File: src/rtl/ctlscan_pkg.sv
package ctlscan_pkg;

    // Slot sequence states
    typedef enum logic [2:0] {
        ST_LOAD    = 3'd0,
        ST_CONV    = 3'd1,
        ST_STORE   = 3'd2,
        ST_SETTLE  = 3'd3,
        ST_STROBE  = 3'd4,
        ST_RELEASE = 3'd5
    } scan_state_e;

    // Bits needed to count 0 .. n-1 (at least one bit)
    function automatic int unsigned count_width(input int unsigned n);
        if (n < 2) begin
            return 1;
        end
        return $clog2(n);
    endfunction

    function automatic int unsigned max_of(input int unsigned a, input int unsigned b);
        return (a > b) ? a : b;
    endfunction

endpackage

File: src/rtl/ctlscan_tick.sv
// Conversion tick divider: one pulse every DIV clocks while not cleared.
module ctlscan_tick #(
    parameter int unsigned DIV = 1000
) (
    input  logic clk,
    input  logic rst_n,
    input  logic clear,
    output logic tick
);
    localparam int unsigned CW = ctlscan_pkg::count_width(DIV);
    localparam logic [CW-1:0] LAST = CW'(DIV - 1);

    logic [CW-1:0] cnt_q;

    always_ff @(posedge clk or negedge rst_n) begin
        if (!rst_n) begin
            cnt_q <= '0;
        end else if (clear) begin
            cnt_q <= '0;
        end else if (cnt_q == LAST) begin
            cnt_q <= '0;
        end else begin
            cnt_q <= cnt_q + 1'b1;
        end
    end

    assign tick = !clear && (cnt_q == LAST);

endmodule

File: src/rtl/ctlscan_ramp.sv
// Counting ramp converter: climbs once per step until the comparator
// trips or full scale is reached, then freezes until cleared.
module ctlscan_ramp #(
    parameter int unsigned W = 6
) (
    input  logic         clk,
    input  logic         rst_n,
    input  logic         clear,
    input  logic         step,
    input  logic         cmp_above,
    output logic [W-1:0] count,
    output logic         done
);
    localparam logic [W-1:0] FULL = {W{1'b1}};

    logic [W-1:0] count_q;
    logic         done_q;

    always_ff @(posedge clk or negedge rst_n) begin
        if (!rst_n) begin
            count_q <= '0;
            done_q  <= 1'b0;
        end else if (clear) begin
            count_q <= '0;
            done_q  <= 1'b0;
        end else if (step && !done_q) begin
            if (cmp_above) begin
                done_q <= 1'b1;
            end else if (count_q == FULL) begin
                done_q <= 1'b1;
            end else begin
                count_q <= count_q + 1'b1;
            end
        end
    end

    assign count = count_q;
    assign done  = done_q;

endmodule

File: src/rtl/ctlscan_strobe.sv
// Channel-to-strobe decoder, gated by the strobe phase.
module ctlscan_strobe #(
    parameter int unsigned CH_W = 4
) (
    input  logic                   enable,
    input  logic [CH_W-1:0]        chan,
    output logic [(1<<CH_W)-1:0]   strobe
);
    for (genvar i = 0; i < (1 << CH_W); i++) begin : g_line
        assign strobe[i] = enable && (chan == CH_W'(i));
    end

endmodule

File: src/rtl/ctlscan_seq.sv
module ctlscan_seq #(
    parameter int unsigned CH_W       = 4,
    parameter int unsigned DATA_W     = 6,
    parameter int unsigned BANK_W     = 3,
    parameter int unsigned PROG_W     = 3,
    parameter int unsigned CONV_DIV   = 1000,
    parameter int unsigned SETTLE_CYC = 16,
    parameter int unsigned STROBE_CYC = 64
) (
    input  logic                             clk,
    input  logic                             rst_n,
    input  logic                             cmp_above,
    input  logic [BANK_W-1:0]                bank_sel,
    input  logic [PROG_W-1:0]                prog_sel,
    input  logic                             play_mode,
    input  logic                             rec_en,
    output logic [CH_W-1:0]                  chan_sel,
    output logic [DATA_W-1:0]                dac_code,
    output logic [BANK_W+PROG_W+CH_W-1:0]    mem_addr,
    output logic                             mem_we,
    output logic [DATA_W-1:0]                mem_wdata,
    input  logic [DATA_W-1:0]                mem_rdata,
    output logic [(1<<CH_W)-1:0]             sh_strobe
);
    import ctlscan_pkg::*;

    localparam int unsigned NUM_CH = 1 << CH_W;
    localparam int unsigned PH_W   = count_width(max_of(SETTLE_CYC, STROBE_CYC));
    localparam logic [DATA_W-1:0] WIN_LAST    = {DATA_W{1'b1}};
    localparam logic [PH_W-1:0]   SETTLE_LAST = PH_W'(SETTLE_CYC - 1);
    localparam logic [PH_W-1:0]   STROBE_LAST = PH_W'(STROBE_CYC - 1);

    scan_state_e state_q, state_d;

    // Slot configuration, sampled in ST_LOAD
    logic [BANK_W-1:0] bank_q;
    logic [PROG_W-1:0] prog_q;
    logic              play_q;
    logic              rec_q;

    logic [CH_W-1:0]   chan_q;
    logic [DATA_W-1:0] win_q;    // conversion ticks elapsed in the window
    logic [PH_W-1:0]   ph_q;     // settle / strobe phase counter
    logic [DATA_W-1:0] hold_q;   // value refreshed onto the outputs

    logic              tick;
    logic              ramp_clear;
    logic              ramp_step;
    logic [DATA_W-1:0] ramp_cnt;
    logic              ramp_done;
    logic              strobe_en;
    logic [NUM_CH-1:0] strobe_lines;

    // ---------------------------------------------------------------
    // Sub-blocks
    // ---------------------------------------------------------------
    ctlscan_tick #(
        .DIV (CONV_DIV)
    ) u_tick (
        .clk   (clk),
        .rst_n (rst_n),
        .clear (state_q != ST_CONV),
        .tick  (tick)
    );

    assign ramp_clear = (state_q == ST_LOAD);
    assign ramp_step  = tick && !play_q;

    ctlscan_ramp #(
        .W (DATA_W)
    ) u_ramp (
        .clk       (clk),
        .rst_n     (rst_n),
        .clear     (ramp_clear),
        .step      (ramp_step),
        .cmp_above (cmp_above),
        .count     (ramp_cnt),
        .done      (ramp_done)
    );

    assign strobe_en = (state_q == ST_STROBE);

    ctlscan_strobe #(
        .CH_W (CH_W)
    ) u_strobe (
        .enable (strobe_en),
        .chan   (chan_q),
        .strobe (strobe_lines)
    );

    // ---------------------------------------------------------------
    // State register
    // ---------------------------------------------------------------
    always_ff @(posedge clk or negedge rst_n) begin
        if (!rst_n) begin
            state_q <= ST_LOAD;
        end else begin
            state_q <= state_d;
        end
    end

    // ---------------------------------------------------------------
    // Next-state logic
    // ---------------------------------------------------------------
    always_comb begin
        state_d = state_q;
        unique case (state_q)
            ST_LOAD: begin
                state_d = ST_CONV;
            end
            ST_CONV: begin
                if (tick && (win_q == WIN_LAST)) begin
                    state_d = ST_STORE;
                end
            end
            ST_STORE: begin
                state_d = ST_SETTLE;
            end
            ST_SETTLE: begin
                if (ph_q == SETTLE_LAST) begin
                    state_d = ST_STROBE;
                end
            end
            ST_STROBE: begin
                if (ph_q == STROBE_LAST) begin
                    state_d = ST_RELEASE;
                end
            end
            ST_RELEASE: begin
                state_d = ST_LOAD;
            end
            default: begin
                state_d = ST_LOAD;
            end
        endcase
    end

    // ---------------------------------------------------------------
    // Slot datapath registers
    // ---------------------------------------------------------------
    always_ff @(posedge clk or negedge rst_n) begin
        if (!rst_n) begin
            bank_q <= '0;
            prog_q <= '0;
            play_q <= 1'b0;
            rec_q  <= 1'b0;
            chan_q <= '0;
            win_q  <= '0;
            ph_q   <= '0;
            hold_q <= '0;
        end else begin
            unique case (state_q)
                ST_LOAD: begin
                    bank_q <= bank_sel;
                    prog_q <= prog_sel;
                    play_q <= play_mode;
                    rec_q  <= rec_en;
                    win_q  <= '0;
                end
                ST_CONV: begin
                    if (tick) begin
                        win_q <= win_q + 1'b1;
                    end
                end
                ST_STORE: begin
                    hold_q <= play_q ? mem_rdata : ramp_cnt;
                    ph_q   <= '0;
                end
                ST_SETTLE: begin
                    ph_q <= (ph_q == SETTLE_LAST) ? '0 : ph_q + 1'b1;
                end
                ST_STROBE: begin
                    ph_q <= (ph_q == STROBE_LAST) ? '0 : ph_q + 1'b1;
                end
                ST_RELEASE: begin
                    chan_q <= chan_q + 1'b1;
                end
                default: begin
                    ph_q <= '0;
                end
            endcase
        end
    end

    // ---------------------------------------------------------------
    // Outputs
    // ---------------------------------------------------------------
    always_comb begin
        chan_sel  = chan_q;
        mem_addr  = {bank_q, prog_q, chan_q};
        mem_wdata = ramp_cnt;
        mem_we    = (state_q == ST_STORE) && !play_q && rec_q && ramp_done;
        if ((state_q == ST_CONV) && !play_q) begin
            dac_code = ramp_cnt;
        end else begin
            dac_code = hold_q;
        end
        sh_strobe = strobe_lines;
    end

endmodule

File: config.mk
export PLATFORM = sky130hd
export DESIGN_NAME = ctlscan_seq
export DESIGN_NICKNAME = d
export VERILOG_FILES = /design/src/rtl/ctlscan_pkg.sv /design/src/rtl/ctlscan_tick.sv /design/src/rtl/ctlscan_ramp.sv /design/src/rtl/ctlscan_strobe.sv /design/src/rtl/ctlscan_seq.sv
export SDC_FILE = /design/constraint.sdc
export NUM_CORES = 1
export LEC_CHECK = 0
export BUFFER_PORTS_ARGS = -buffer_cell sky130_fd_sc_hd__buf_4
export CAP_MARGIN = 30
export CORE_AREA = 2 2 85 67
export CTS_BUF_LIST = sky130_fd_sc_hd__clkbuf_2
export DETAILED_ROUTE_END_ITERATION = 7
export DIE_AREA = 0 0 87 69
export PLACE_DENSITY = 0.8
export SLEW_MARGIN = 20
export SYNTH_ARGS = -nofsm -noshare
export SYNTH_HDL_FRONTEND = slang
export SYNTH_SLANG_ARGS = --single-unit
File: constraint.sdc
create_clock -name clk -period 3.2 [get_ports clk]
set_input_delay 0 -clock clk [delete_from_list [all_inputs] [get_ports clk]]
set_output_delay 0 -clock clk [all_outputs]
set_load 0.1 [all_outputs]
After elaboration in Yosys (flattened, before gate mapping)
Cells that the tools add are included.

storage, ports and cells
  logic and storage cells = 107
  input bits = 17
  output and inout bits = 43
  register bits = 50

operators by class
  reductions and logical operators = 37
  $add $sub $neg = 5
  equality and inequality tests = 32
  multiplexer cells = 21

operators with widths
  cell                     count
  $mux W6                  9
  $eq A4 B4 Y1 const B     8
  $logic_and A1 B1 Y1      24
  $mux W10                 2
  $add A6 B1 Y6 const B    3
  $eq A6 B6 Y1 const B     3
  $pmux W6 S3              1
  $eq A4 B3 Y1 const B     4
  $pmux W3 S5              1
  $pmux W6 S2              1
  $add A10 B1 Y10 const B  1
  $eq A10 B10 Y1 const B   1
  $ne A2 B2 Y1 const B     5
  $mux W3                  3
  $eq A4 B2 Y1 const B     2
  $eq A3 B2 Y1 const B     2
  $eq A3 B3 Y1 const B     2
  $eq A6 B4 Y1 const B     1
  $reduce_and A3 Y1        2
  $add A4 B1 Y4 const B    1
  $eq A4 B1 Y1 const B     1
  $logic_not A4 Y1         1
  $mux W1                  4
  $reduce_and A2 Y1        2
  8 further kinds          11

Longest topological paths before layout
  depth in word-level cells = 7
  mapped depth = 7
  depth with buffers taken out = 5

Cells and area by module
Synthesis repeated with hierarchy kept, for this count alone.

second synthesis, totals
  cells, all modules = 309
  area, all modules = 2841.5 um^2

by module, submodules not included
  module          area an instance (um^2)  cells each  instances  sequential area each (um^2)
  ctlscan_seq     1816.7                   198         1          825.8
  ctlscan_tick    509.2                    50          1          250.2
  ctlscan_ramp    397.9                    38          1          175.2
  ctlscan_strobe  117.6                    23          1          0.0

Worst setup path after synthesis
Ideal clock, no wire load.

  path type = reg2reg
  start point = reg state_q[2]
  end point = reg u_ramp.count_q[3] (netlist: u_ramp.count[3])
  library setup time = 0.078 ns
  clock period less this slack = 2.413 ns
  arrival = 2.335 ns
  slack = 0.787 ns
  stages on the path, launching flop included = 8
  buffers on the path = 3
  data required time = 3.122 ns
  path through = dfrtp_1 > buf_6 > or4b_1 > buf_2 > or4_1 > buf_2 > or4_1 > a21oi_1

between the ends
  cells in the longest elaborated chain, start to end = 7
  elaborated cells between the ends (all ways) = 11
  those cells by class = 3 x eq/ne; 1 x mux; 7 x reduce/logical

ends and longest elaborated chain
  element                              RTL line            text
  start: declaration                   ctlscan_seq.sv:33   scan_state_e state_q, state_d;
  start signal: assignment             ctlscan_seq.sv:98   state_q <= state_d;
  $ne A3 B1 Y1                         ctlscan_seq.sv:62   .clear (state_q != ST_CONV),
  $logic_not A1 Y1                     ctlscan_tick.sv:27  assign tick = !clear && (cnt_q == LAST);
  $logic_and A1 B1 Y1                  ctlscan_tick.sv:27
  $logic_and A1 B1 Y1                  ctlscan_seq.sv:67   assign ramp_step = tick && !play_q;
  $logic_and A1 B1 Y1                  ctlscan_ramp.sv:26  end else if (step && !done_q) begin
  $reduce_bool A2 Y1 (no source line)  -
  $reduce_and A3 Y1 (no source line)   -
  end signal: assignment               ctlscan_ramp.sv:32  count_q <= count_q + 1'b1;
  end: declaration                     ctlscan_ramp.sv:16  logic [W-1:0] count_q;

Parallel ways exist; a longest one is shown, timed or not.
A chain may end at the register's enable or synchronous reset.

Worst setup path after layout
  start point = reg play_q
  end point = reg u_ramp.count_q[3] (netlist: u_ramp.count[3])

between the ends
  cells in the longest elaborated chain, start to end = 5

ends and longest elaborated chain
  element                              RTL line            text
  start: declaration                   ctlscan_seq.sv:38   logic play_q;
  start signal: assignment             ctlscan_seq.sv:156  play_q <= play_mode;
  $logic_not A1 Y1                     ctlscan_seq.sv:67
  $logic_and A1 B1 Y1                  ctlscan_seq.sv:67
  $logic_and A1 B1 Y1                  ctlscan_ramp.sv:26
  $reduce_bool A2 Y1 (no source line)  -
  $reduce_and A3 Y1 (no source line)   -

No other way between the ends.

==> flow_summary.json <==
{
  "outcome": "complete, no violations",
  "areaGrowthSynthToFinish_pct": 24.06,
  "tightest_slew_ps": 762.4,
  "timing.final.ws_setup_ps": 503.9,
  "fin_area_um2": 3516,
  "grt_usage_pct": 22.48,
  "wl_met2_mm": 2.986,
  "p_int_mw": 0.8222,
  "ys_types": 47,
  "cap_violations": 0,
  "viasPerCell": 5.640,
  "ys.warnings.count": 0,
  "hold_path_class": "input port to async pin",
  "reg2reg_slack_ps": 500,
  "numCtsBuffers": 5,
  "p_seq_share_pct": 58.1,
  "crit_path_start_kind": "flop",
  "fin_crit_ps": 2696,
  "grt_antenna_before_repair": 0,
  "drive_gt1_share_pct": 22.19,
  "synth_nets": 341,
  "grt_pass1_vias": 2399,
  "dr.max_layer_used": "met4",
  "yosysTopAreaCell": "dfrtp_1",
  "comb_power_share_pct": 12.1,
  "grt_first_pass_wirelength_mm": 11.06,
  "wl_met3_um": 317,
  "cts_setup_buffers": 0,
  "ir_drop_mv": 0.1900,
  "die_h_um": 69,
  "holdWs_ps": 108.8,
  "finalClockSkew_ps": 20.22,
  "switching_share_pct": 25.66,
  "port_buffers": 59,
  "wl_met1_mm": 3.087,
  "drc": 0,
  "grt_max_degree": 51,
  "cp.required_ps": 3570,
  "ios": 60,
  "postPlaceCellArea_um2": 3291,
  "seq_area_um2": 1251,
  "routabilityCongestion": 0.8043,
  "layout_common_cells": "buf_4, dfrtp_1, nand2_1",
  "postCtsHoldBufs": 16,
  "nets": 407,
  "htree_levels": 2,
  "syn-cell-area_um2": 2834,
  "cts_resized": 0,
  "p_clk_share_pct": 29.8,
  "rsz0062_at_grt": "no",
  "antennaDiodeCount": 0,
  "cp_max_fo": 8,
  "avgSynthCellArea_um2": 8.968,
  "clockRootBuffer": "clkbuf_2",
  "cts_tree": "yes",
  "chipWidth_um": 87,
  "syn_inst": 316,
  "nFillCells": 399,
  "p_per_area_nw_per_um2": 314.6,
  "power.leakage_nw": 1.618,
  "row_count": 23,
  "critPathKind": "flop to flop",
  "drtIter0Drc": 145,
  "die-area_um2": 6003,
  "clk_pin_slew_ps": 240,
  "final_common_cell": "buf_4",
  "multi_input_area_um2": 1459,
  "final_util_pct": 68.25,
  "clk_path_buf_depth": 2,
  "clock_sinks": 50,
  "synth_edf_count": 0,
  "core-area_um2": 5151,
  "clock.fmax_mhz": 370.9,
  "ys_ff_latch": 50,
  "ant_nets": 0,
  "ys.flop_type": "dfrtp_1",
  "hold_viol": 0,
  "drt_pass1_iterations": 4,
  "finalSetupViolations": 0,
  "switching_power_mw": 0.2838,
  "synth_area_leaders": "dfrtp_1, nand2_1, nor2_1, a21oi_1, and2_1",
  "synth_top_area_share_pct": 44.15,
  "gr-total-overflow": 0,
  "dr_total_vias": 2510,
  "async_reset_ff_share_pct": 100.0,
  "end_kind": "flop",
  "slew_violations": 0,
  "period_share_pct": 84.25,
  "wl_mm": 6.448,
  "start_util_pct": 55.02,
  "max_slew_margin_pct": 48.71,
  "wl_per_cell_um": 14.49,
  "dp_hpwl_mm": 4.561,
  "dp_slack_ps": 587.3,
  "clock_latency_ps": 410,
  "arrival_ps": 3070,
  "synth-seq-area-share_pct": 44.15,
  "setup_tns_ps": 0
}
[cells by family (layout without fill, tap and decap cells)]
group                      Yosys count  after routing  synth area share, %
buffers and inverters               27             94                4.547
muxes                               15             15                5.607
AOI/OAI and AO/OA                   50             50                10.82
and+or+nand+nor                    155            155                27.95
xor gates and xnor gates            11             11                3.400
adders and majority gates            8              8                3.532
DFF                                 50             50                44.15
[cell usage after synthesis, drive strengths merged, types with 4 or more instances]
cell type,instances
a31oi,4
nand3,20
inv,6
or4,6
ha,8
mux2i,8
and2,16
o31ai,5
clkbuf,12
a21oi,21
dfrtp,50
nor2,29
nand2,41
mux2,7
nor2b,6
nor3,8
xnor2,8
o21ai,7
buf,9
nor4,4
nand4,5
[final cells by class]
cell class                 instances  share of cell area, %
multi-input combinational        239                  41.49
sequential                        50                  35.59
tap                               62                  2.206
clock buffer                       7                 0.9964
inverter                           6                 0.6406
clock inverter                     1                 0.8541
timing repair buffer              80                  18.22
[final timing paths]
check / start / endpoint / cells after the start
max: play_q$_DFFE_PN0N_ / u_ramp.count[3]$_DFFE_PN0P_ / 4
min: rst_n / prog_q[1]$_DFFE_PN0N_ / 2
max reg2reg: play_q$_DFFE_PN0N_ / u_ramp.count[3]$_DFFE_PN0P_ / 4
min reg2reg: u_tick.cnt_q[0]$_DFF_PN0_ / u_tick.cnt_q[0]$_DFF_PN0_ / 1
max in group asynchronous: rst_n / win_q[0]$_DFFE_PN0P_ / 2
min in group clk: prog_sel[1] / prog_q[1]$_DFFE_PN0N_ / 4
[per-layer routing]
layer / up-vias / GRT usage, %
li1: 1234 / -
met1: 1191 / 32.30
met2: 78 / 34.61
met3: 7 / 4.790
met4: 0 / 5.729
met5: - / 0
[power groups by stage]
stage | registers [mW] | clock network (mW) | logic, mW
6_report | 0.643 | 0.329 | 0.133
5_1_grt | 0.644 | 0.365 | 0.141
4_1_cts | 0.643 | 0.341 | 0.134
3_5_place_dp | 0.654 | 0 | 0.118
3_3_place_gp | 0.653 | 0 | 0.118
2_1_floorplan | 0.680 | 0 | 0.0493
[flip-flops by register name, summed over array words and instances (netlist names)]
signal and flops:
ph_q 6, play_q 1, state_q 3, u_ramp.done 1, win_q 6, hold_q 6, prog_q 3, u_tick.cnt_q 10
bank_q 3, u_ramp.count 6, rec_q 1, chan_sel 4
[worst max-delay path: stages (launching register included)]
cell and delay [ps]:
dfrtp_1 570, or4b_1 730, or4_1 680, or4_1 520, a21oi_1 150
[per-stage QoR]
| stage | std cells | power [mW] |
|---|---|---|
| detailed placement | 421 | 0.7716 |
| finish | 445 | 1.106 |
| CTS | 445 | 1.118 |
| global route | 445 | 1.151 |
| global placement | 421 | 0.7710 |
| floorplan | 316 | 0.7292 |
(Power assumes the default switching activity.)
